**src/rtl/irqc_pkg.sv**
```systemverilog
package irqc_pkg;

    localparam int NSRC     = 16;
    localparam int WORD_W   = 32;
    localparam int CODE_W   = 6;
    localparam int CODE_LSB = WORD_W - CODE_W;
    localparam int SPURIOUS = 15;

    typedef enum logic [1:0] {
        REG_ENABLE = 2'd0,
        REG_PEND   = 2'd1,
        REG_SENSE  = 2'd2,
        REG_VECTOR = 2'd3
    } reg_sel_e;

    typedef struct packed {
        logic lvl_act;
        logic fall;
    } line_ev_t;

    // source n lives at word bit (WORD_W-1-n)
    function automatic logic [WORD_W-1:0] src_to_word(input logic [NSRC-1:0] v);
        logic [WORD_W-1:0] w;
        w = '0;
        for (int i = 0; i < NSRC; i++) begin
            w[WORD_W-1-i] = v[i];
        end
        return w;
    endfunction

    function automatic logic [NSRC-1:0] word_to_src(input logic [WORD_W-1:0] w);
        logic [NSRC-1:0] v;
        for (int i = 0; i < NSRC; i++) begin
            v[i] = w[WORD_W-1-i];
        end
        return v;
    endfunction

endpackage

```
**src/rtl/irqc_line.sv**
```systemverilog
module irqc_line
    import irqc_pkg::*;
#(
    parameter bit EXTERNAL    = 1'b1,
    parameter int SYNC_STAGES = 2
) (
    input  logic     clk,
    input  logic     rst,
    input  logic     pin_n,
    output line_ev_t ev
);

    generate
        if (EXTERNAL) begin : g_ext
            logic [SYNC_STAGES-1:0] sync_q;
            logic                   prev_q;

            always_ff @(posedge clk) begin
                if (rst) begin
                    sync_q <= '1;
                    prev_q <= 1'b1;
                end else begin
                    sync_q <= {sync_q[SYNC_STAGES-2:0], pin_n};
                    prev_q <= sync_q[SYNC_STAGES-1];
                end
            end

            always_comb begin
                ev.lvl_act = ~sync_q[SYNC_STAGES-1];
                ev.fall    = prev_q & ~sync_q[SYNC_STAGES-1];
            end
        end else begin : g_int
            always_comb begin
                ev.lvl_act = ~pin_n;
                ev.fall    = 1'b0;
            end
        end
    endgenerate

endmodule

```
**src/rtl/irqc_prio.sv**
```systemverilog
module irqc_prio
    import irqc_pkg::*;
(
    input  logic [NSRC-1:0]   active,
    output logic [CODE_W-1:0] code
);

    always_comb begin
        code = CODE_W'(SPURIOUS);
        for (int i = NSRC - 1; i >= 0; i--) begin
            if (active[i]) begin
                code = CODE_W'(i);
            end
        end
    end

endmodule

```
**src/rtl/prio_irq_ctrl.sv**
```systemverilog
module prio_irq_ctrl
    import irqc_pkg::*;
#(
    parameter int SYNC_STAGES = 2
) (
    input  logic              clk,
    input  logic              rst,
    input  logic [1:0]        bus_addr,
    input  logic              bus_wr,
    input  logic [WORD_W-1:0] bus_wdata,
    output logic [WORD_W-1:0] bus_rdata,
    input  logic [NSRC-1:0]   irq_n_i,
    output logic              cpu_irq_o
);

    reg_sel_e          sel;
    logic [NSRC-1:0]   enable_q;
    logic [NSRC-1:0]   sense_eff;
    logic [NSRC-1:0]   lat_q;
    logic [NSRC-1:0]   clr_v;
    logic [NSRC-1:0]   pend;
    logic [NSRC-1:0]   active;
    logic [CODE_W-1:0] vec_code;
    logic [NSRC-1:0]   wr_bits;
    logic              irq_q;
    line_ev_t          ev [NSRC];

    assign sel     = reg_sel_e'(bus_addr);
    assign wr_bits = word_to_src(bus_wdata);
    assign clr_v   = (bus_wr && sel == REG_PEND) ? wr_bits : '0;

    always_ff @(posedge clk) begin
        if (rst) begin
            enable_q <= '0;
        end else if (bus_wr && sel == REG_ENABLE) begin
            enable_q <= wr_bits;
        end
    end

    generate
        for (genvar n = 0; n < NSRC; n++) begin : g_src
            localparam bit IS_EXT = (n % 2) == 0;

            irqc_line #(
                .EXTERNAL    (IS_EXT),
                .SYNC_STAGES (SYNC_STAGES)
            ) line_i (
                .clk   (clk),
                .rst   (rst),
                .pin_n (irq_n_i[n]),
                .ev    (ev[n])
            );

            if (IS_EXT) begin : g_prog
                logic sense_q;
                always_ff @(posedge clk) begin
                    if (rst) begin
                        sense_q <= 1'b0;
                    end else if (bus_wr && sel == REG_SENSE) begin
                        sense_q <= wr_bits[n];
                    end
                end
                assign sense_eff[n] = sense_q;
            end else begin : g_fixed
                assign sense_eff[n] = 1'b0;
            end

            always_ff @(posedge clk) begin
                if (rst) begin
                    lat_q[n] <= 1'b0;
                end else if (sense_eff[n]) begin
                    lat_q[n] <= (lat_q[n] & ~clr_v[n]) | ev[n].fall;
                end else begin
                    lat_q[n] <= 1'b0;
                end
            end

            assign pend[n] = sense_eff[n] ? lat_q[n] : ev[n].lvl_act;
        end
    endgenerate

    assign active = pend & enable_q;

    irqc_prio prio_i (
        .active (active),
        .code   (vec_code)
    );

    always_ff @(posedge clk) begin
        if (rst) begin
            irq_q <= 1'b0;
        end else begin
            irq_q <= |active;
        end
    end

    assign cpu_irq_o = irq_q;

    always_comb begin
        unique case (sel)
            REG_ENABLE: bus_rdata = src_to_word(enable_q);
            REG_PEND:   bus_rdata = src_to_word(pend);
            REG_SENSE:  bus_rdata = src_to_word(sense_eff);
            REG_VECTOR: bus_rdata = {vec_code, {CODE_LSB{1'b0}}};
            default:    bus_rdata = '0;
        endcase
    end

endmodule

```
**config.mk**
```make
export PLATFORM = sky130hd
export DESIGN_NAME = prio_irq_ctrl
export DESIGN_NICKNAME = d
export VERILOG_FILES = /design/src/rtl/irqc_pkg.sv /design/src/rtl/irqc_line.sv /design/src/rtl/irqc_prio.sv /design/src/rtl/prio_irq_ctrl.sv
export SDC_FILE = /design/constraint.sdc
export NUM_CORES = 1
export LEC_CHECK = 0
export CORE_MARGIN = 3
export CORE_UTILIZATION = 50
export DETAILED_ROUTE_END_ITERATION = 8
export PLACE_DENSITY_LB_ADDON = 0.05
export SLEW_MARGIN = 10
export SYNTH_ARGS = -nofsm -noshare
export SYNTH_HDL_FRONTEND = slang
export SYNTH_SLANG_ARGS = --single-unit
```
**constraint.sdc**
```tcl
create_clock -name clk -period 4.5 [get_ports clk]
set_input_delay 0.675 -clock clk [delete_from_list [all_inputs] [get_ports clk]]
set_output_delay 0.675 -clock clk [all_outputs]
set_load 0.01 [all_outputs]
```
==> metrics.txt <==
# TYPE chip_impl_metric gauge
chip_impl_info{name="status",value="finished clean"} 1
chip_impl_metric{name="place.gp.congestion",unit=""} 0.8359
chip_impl_metric{name="detailed_place_hpwl",unit="um"} 4481
chip_impl_metric{name="finalHoldViolCount",unit=""} 0
chip_impl_info{name="cts_tree",value="built"} 1
chip_impl_metric{name="grt_antenna_before_repair",unit=""} 0
chip_impl_metric{name="clk_latency_worst_skew_pair",unit="ns"} 0.32
chip_impl_metric{name="max_vdd_drop",unit="V"} 0.0002495
chip_impl_metric{name="worst_slew_pin_slew",unit="ns"} 0.7081
chip_impl_metric{name="syn_area_per_cell",unit="um^2"} 7.833
chip_impl_metric{name="rrSetupSlack",unit="ns"} 3.14
chip_impl_metric{name="yosys_register_bits",unit=""} 57
chip_impl_metric{name="diodes",unit=""} 0
chip_impl_metric{name="cp_slowest_stage_delay",unit="ns"} 0.89
chip_impl_metric{name="pin_count_of_the_biggest_net_entering_global_routing",unit=""} 42
chip_impl_metric{name="fp.dieH",unit="um"} 79.62
chip_impl_metric{name="setup_viol_count_final",unit=""} 0
chip_impl_metric{name="yosys_warnings",unit=""} 0
chip_impl_metric{name="hold_slack",unit="ns"} 0.4057
chip_impl_info{name="layout.cells.most_common",value="sky130_fd_sc_hd__dfxtp_1"} 1
chip_impl_metric{name="timing.critical_path.required",unit="ns"} 3.83
chip_impl_metric{name="timing.final.max_slew_violations",unit=""} 0
chip_impl_metric{name="worst_path_buffer_plus_inverter_count",unit=""} 3
chip_impl_info{name="critical-path-top-delay-family",value="buffers and inverters"} 1
chip_impl_info{name="hold_start",value="g_src[8].line_i.g_ext.sync_q[0]"} 1
chip_impl_metric{name="first_pass_iters",unit=""} 4
chip_impl_info{name="largest_family_of_logic_cells_by_synthesized_area",value="simple AND/OR/NAND/NOR gates"} 1
chip_impl_metric{name="total_leakage_power",unit="nW"} 1.266
chip_impl_metric{name="timing.critical_path.arrival",unit="ns"} 3.02
chip_impl_metric{name="muxShareOfSynthArea",unit=""} 0.01108
chip_impl_metric{name="grtUsageMet3",unit=""} 0.05756
chip_impl_metric{name="post-cts-setup-buffer-count",unit=""} 0
chip_impl_metric{name="post_synth_xor_area_fraction",unit=""} 0
chip_impl_metric{name="nNetsFinal",unit=""} 448
chip_impl_info{name="nature_of_the_critical_path_startpoint",value="input port"} 1
chip_impl_metric{name="share_of_cells_above_drive_strength_1",unit=""} 0.1253
chip_impl_metric{name="synth-compound-area-share",unit=""} 0.1824
chip_impl_metric{name="sequential_cell_area_fraction_in_the_yosys_report",unit=""} 0.4211
chip_impl_metric{name="drtAntennaViolNets",unit=""} 0
chip_impl_metric{name="timing.slew.headroom",unit=""} 0.5279
chip_impl_metric{name="routed_wire_length_per_instance",unit="um"} 13.70
chip_impl_metric{name="finalWirelength",unit="um"} 6427
chip_impl_metric{name="area.growth.synth_to_final",unit="%"} 26.18
chip_impl_metric{name="detail_route.iter0.violations",unit=""} 111
chip_impl_metric{name="clockBufferDepth",unit=""} 2
chip_impl_info{name="cts_root_buffer",value="sky130_fd_sc_hd__clkbuf_8"} 1
chip_impl_info{name="worstPathCellList",value="clkdlybuf4s50_1, inv_2, nor4b_4, o31ai_1, a21oi_1, clkdlybuf4s50_1"} 1
chip_impl_info{name="hold_path_class",value="reg2reg"} 1
chip_impl_metric{name="design.portCount",unit=""} 86
chip_impl_metric{name="clk_pin_slew",unit="ns"} 0.06
chip_impl_metric{name="cts_made_buffers",unit=""} 9
chip_impl_metric{name="hold-path-cell-count",unit=""} 1
chip_impl_metric{name="tns",unit="ns"} 0
chip_impl_info{name="path_class",value="in2out"} 1
chip_impl_metric{name="route.vias.total",unit=""} 2469
chip_impl_metric{name="power.density_cell_area",unit="nW/um^2"} 346.3
chip_impl_metric{name="routed_via_density",unit=""} 5.264
chip_impl_metric{name="count_of_cells_resized_by_post_cts_repair",unit=""} 0
chip_impl_info{name="worst_path_most_repeated_cell",value="sky130_fd_sc_hd__clkdlybuf4s50_1"} 1
chip_impl_info{name="end_kind",value="primary output"} 1
chip_impl_metric{name="cts_hold_buf",unit=""} 0
chip_impl_metric{name="post-route-period-util",unit=""} 0.8211
chip_impl_metric{name="die_w",unit="um"} 79.62
chip_impl_metric{name="max_cap_viol_count",unit=""} 0
chip_impl_metric{name="timing.fmax",unit="MHz"} 270.6
chip_impl_metric{name="r2r_cells",unit=""} 4
chip_impl_metric{name="number_of_global_route_vias_before_repair",unit=""} 2266
chip_impl_metric{name="critPathMaxFanout",unit=""} 14
chip_impl_metric{name="grt_first_pass_wirelength",unit="um"} 10520
chip_impl_info{name="top_usage_layer",value="met2"} 1
chip_impl_info{name="grt_setup_unrepaired",value="false"} 1
chip_impl_metric{name="cts_max_level",unit=""} 3
chip_impl_metric{name="floorplan.initialDensity",unit=""} 0.5239
chip_impl_info{name="regToRegStartpoint",value="g_src[4].g_prog.sense_q"} 1
chip_impl_metric{name="route.detailed.drc",unit=""} 0
chip_impl_info{name="final_cell_mix",value="sky130_fd_sc_hd__dfxtp_1 (57), sky130_fd_sc_hd__nand2_1 (53), sky130_fd_sc_hd__clkdlybuf4s50_1 (52)"} 1
chip_impl_metric{name="post_synth_and_or_nand_nor_area_fraction",unit=""} 0.2936
chip_impl_metric{name="fp.coreArea",unit="um^2"} 5172
chip_impl_metric{name="cts_num_sinks",unit=""} 57
chip_impl_metric{name="use_met2",unit=""} 0.3164
chip_impl_metric{name="layout_min_cycle_time",unit="ns"} 3.695
chip_impl_metric{name="grt_met1_use",unit=""} 0.2838
chip_impl_metric{name="gr-total-overflow",unit=""} 0
chip_impl_metric{name="globalRouteTotalUtil",unit=""} 0.2112
chip_impl_metric{name="synthesized_area_fraction_occupied_by_adder_cells",unit=""} 0
chip_impl_info{name="critical_path.slowest_cell",value="sky130_fd_sc_hd__clkdlybuf4s50_1"} 1
chip_impl_metric{name="worst_clock_skew",unit="ns"} 0.008523
chip_impl_metric{name="floorplan.die_area",unit="um^2"} 6339
chip_impl_metric{name="core.rowCount",unit=""} 26
chip_impl_metric{name="synthesis.area",unit="um^2"} 2710
chip_impl_metric{name="syn-instance-count",unit=""} 346
chip_impl_info{name="critical_path.reg2reg.endpoint",value="cpu_irq_o"} 1
chip_impl_info{name="hold_path_end",value="g_src[8].line_i.g_ext.sync_q[1]"} 1
chip_impl_metric{name="io_buffer_count",unit=""} 53
chip_impl_metric{name="post_synth_num_cell_types",unit=""} 41
[synthesized netlist by cell type, drive strengths merged]
master / n / area, um^2
o21a: 1 / 7.510
or2: 24 / 150.1
o311a: 1 / 10.01
nor2b: 15 / 96.34
mux2i: 3 / 30.03
and3: 2 / 12.51
nand2: 53 / 198.9
a32oi: 3 / 33.79
nand3: 14 / 70.07
a221o: 1 / 10.01
nor3: 12 / 60.06
o221ai: 1 / 8.760
o21bai: 1 / 7.510
a21boi: 1 / 7.510
nor4b: 1 / 23.77
a21oi: 47 / 235.2
nor2: 17 / 66.32
nand4: 1 / 6.260
inv: 13 / 48.80
a31oi: 5 / 31.28
nor3b: 2 / 15.01
o21ai: 6 / 30.02
a211oi: 6 / 45.04
dfxtp: 57 / 1141
and2: 5 / 33.78
o211ai: 1 / 7.510
o22ai: 7 / 43.79
clkbuf: 12 / 46.29
nand2b: 10 / 62.56
o31ai: 1 / 7.510
o2bb2ai: 1 / 8.760
conb: 1 / 3.750
buf: 21 / 150.1
[worst max path at each step]
stage	cells after the start	slack (ns)	to	from
CTS	5	0.81	bus_rdata[17]	bus_addr[0]
detailed placement	6	0.82	bus_rdata[27]	bus_addr[0]
floorplan	5	2.30	bus_rdata[27]	bus_addr[0]
finish	6	0.80	bus_rdata[27]	bus_addr[0]
global placement	6	0.84	bus_rdata[27]	bus_addr[0]
global route	5	0.73	bus_rdata[17]	bus_addr[0]
[metal layers]
| layer | wire [um] | part of all wire | up-vias |
|---|---|---|---|
| li1 | - | - | 1241 |
| met1 | 2907 | 0.45 | 1119 |
| met2 | 2877 | 0.45 | 98 |
| met3 | 531 | 0.083 | 11 |
| met4 | 110 | 0.017 | 0 |
| met5 | 0 | 0 | - |
[state kept, by name, indices dropped and copies added (netlist names)]
signal,flops
enable_q,16
g_src.line_i.g_ext.sync_q,16
g_src.g_prog.sense_q,8
g_src.line_i.g_ext.prev_q,8
lat_q,8
cpu_irq_o,1
[cell families (layout without fill, tap and decap cells)]
group,Yosys count,count (layout)
AO/OA/AOI/OAI,83,83
buffers and inverters,46,84
AND/OR/NAND/NOR,156,156
multiplexers,3,3
other,1,16
flip-flops,57,57
[layout make-up]
| class | count | area, um^2 |
|---|---|---|
| tap | 70 | 87.58 |
| sequential | 57 | 1141 |
| clock inverter | 2 | 35.03 |
| fill | 451 | 1753 |
| clock buffer | 13 | 178.9 |
| multi-input combinational | 258 | 1380 |
| inverter | 13 | 48.80 |
| timing repair buffer | 56 | 548.0 |
[worst reg2reg max path, delay by kind of cell, from the launching register on]
kind	cells	cell delay (ns)
flops	1	0.39
simple gates	2	0.38
compound gates	2	0.48
[through the flow]
step | cells | cell area, um^2 | utilization | total power [W] | setup slack (ns)
after floorplan | 361 | 2766 | - | 0.0006312 | 2.304
after global routing | 469 | 3420 | 0.6611 | 0.001235 | 0.7285
final | 469 | 3420 | 0.6611 | 0.001184 | 0.8050
after global placement | 454 | 3211 | 0.6207 | 0.0006902 | 0.8351
after detailed placement | 454 | 3211 | 0.6207 | 0.0006923 | 0.8198
after CTS | 469 | 3425 | 0.6621 | 0.001197 | 0.8058
[report_power, final]
group / total (W) / switching (W) / leakage [nW] / internal, W
clock: 0.000503 / 0.000191 / 0.112 / 0.000312
combinational: 0.000149 / 0.0000751 / 0.688 / 0.0000740
sequential: 0.000532 / 0.0000107 / 0.466 / 0.000521
total: 0.00118 / 0.000276 / 1.27 / 0.000908
(Power assumes the default switching activity.)
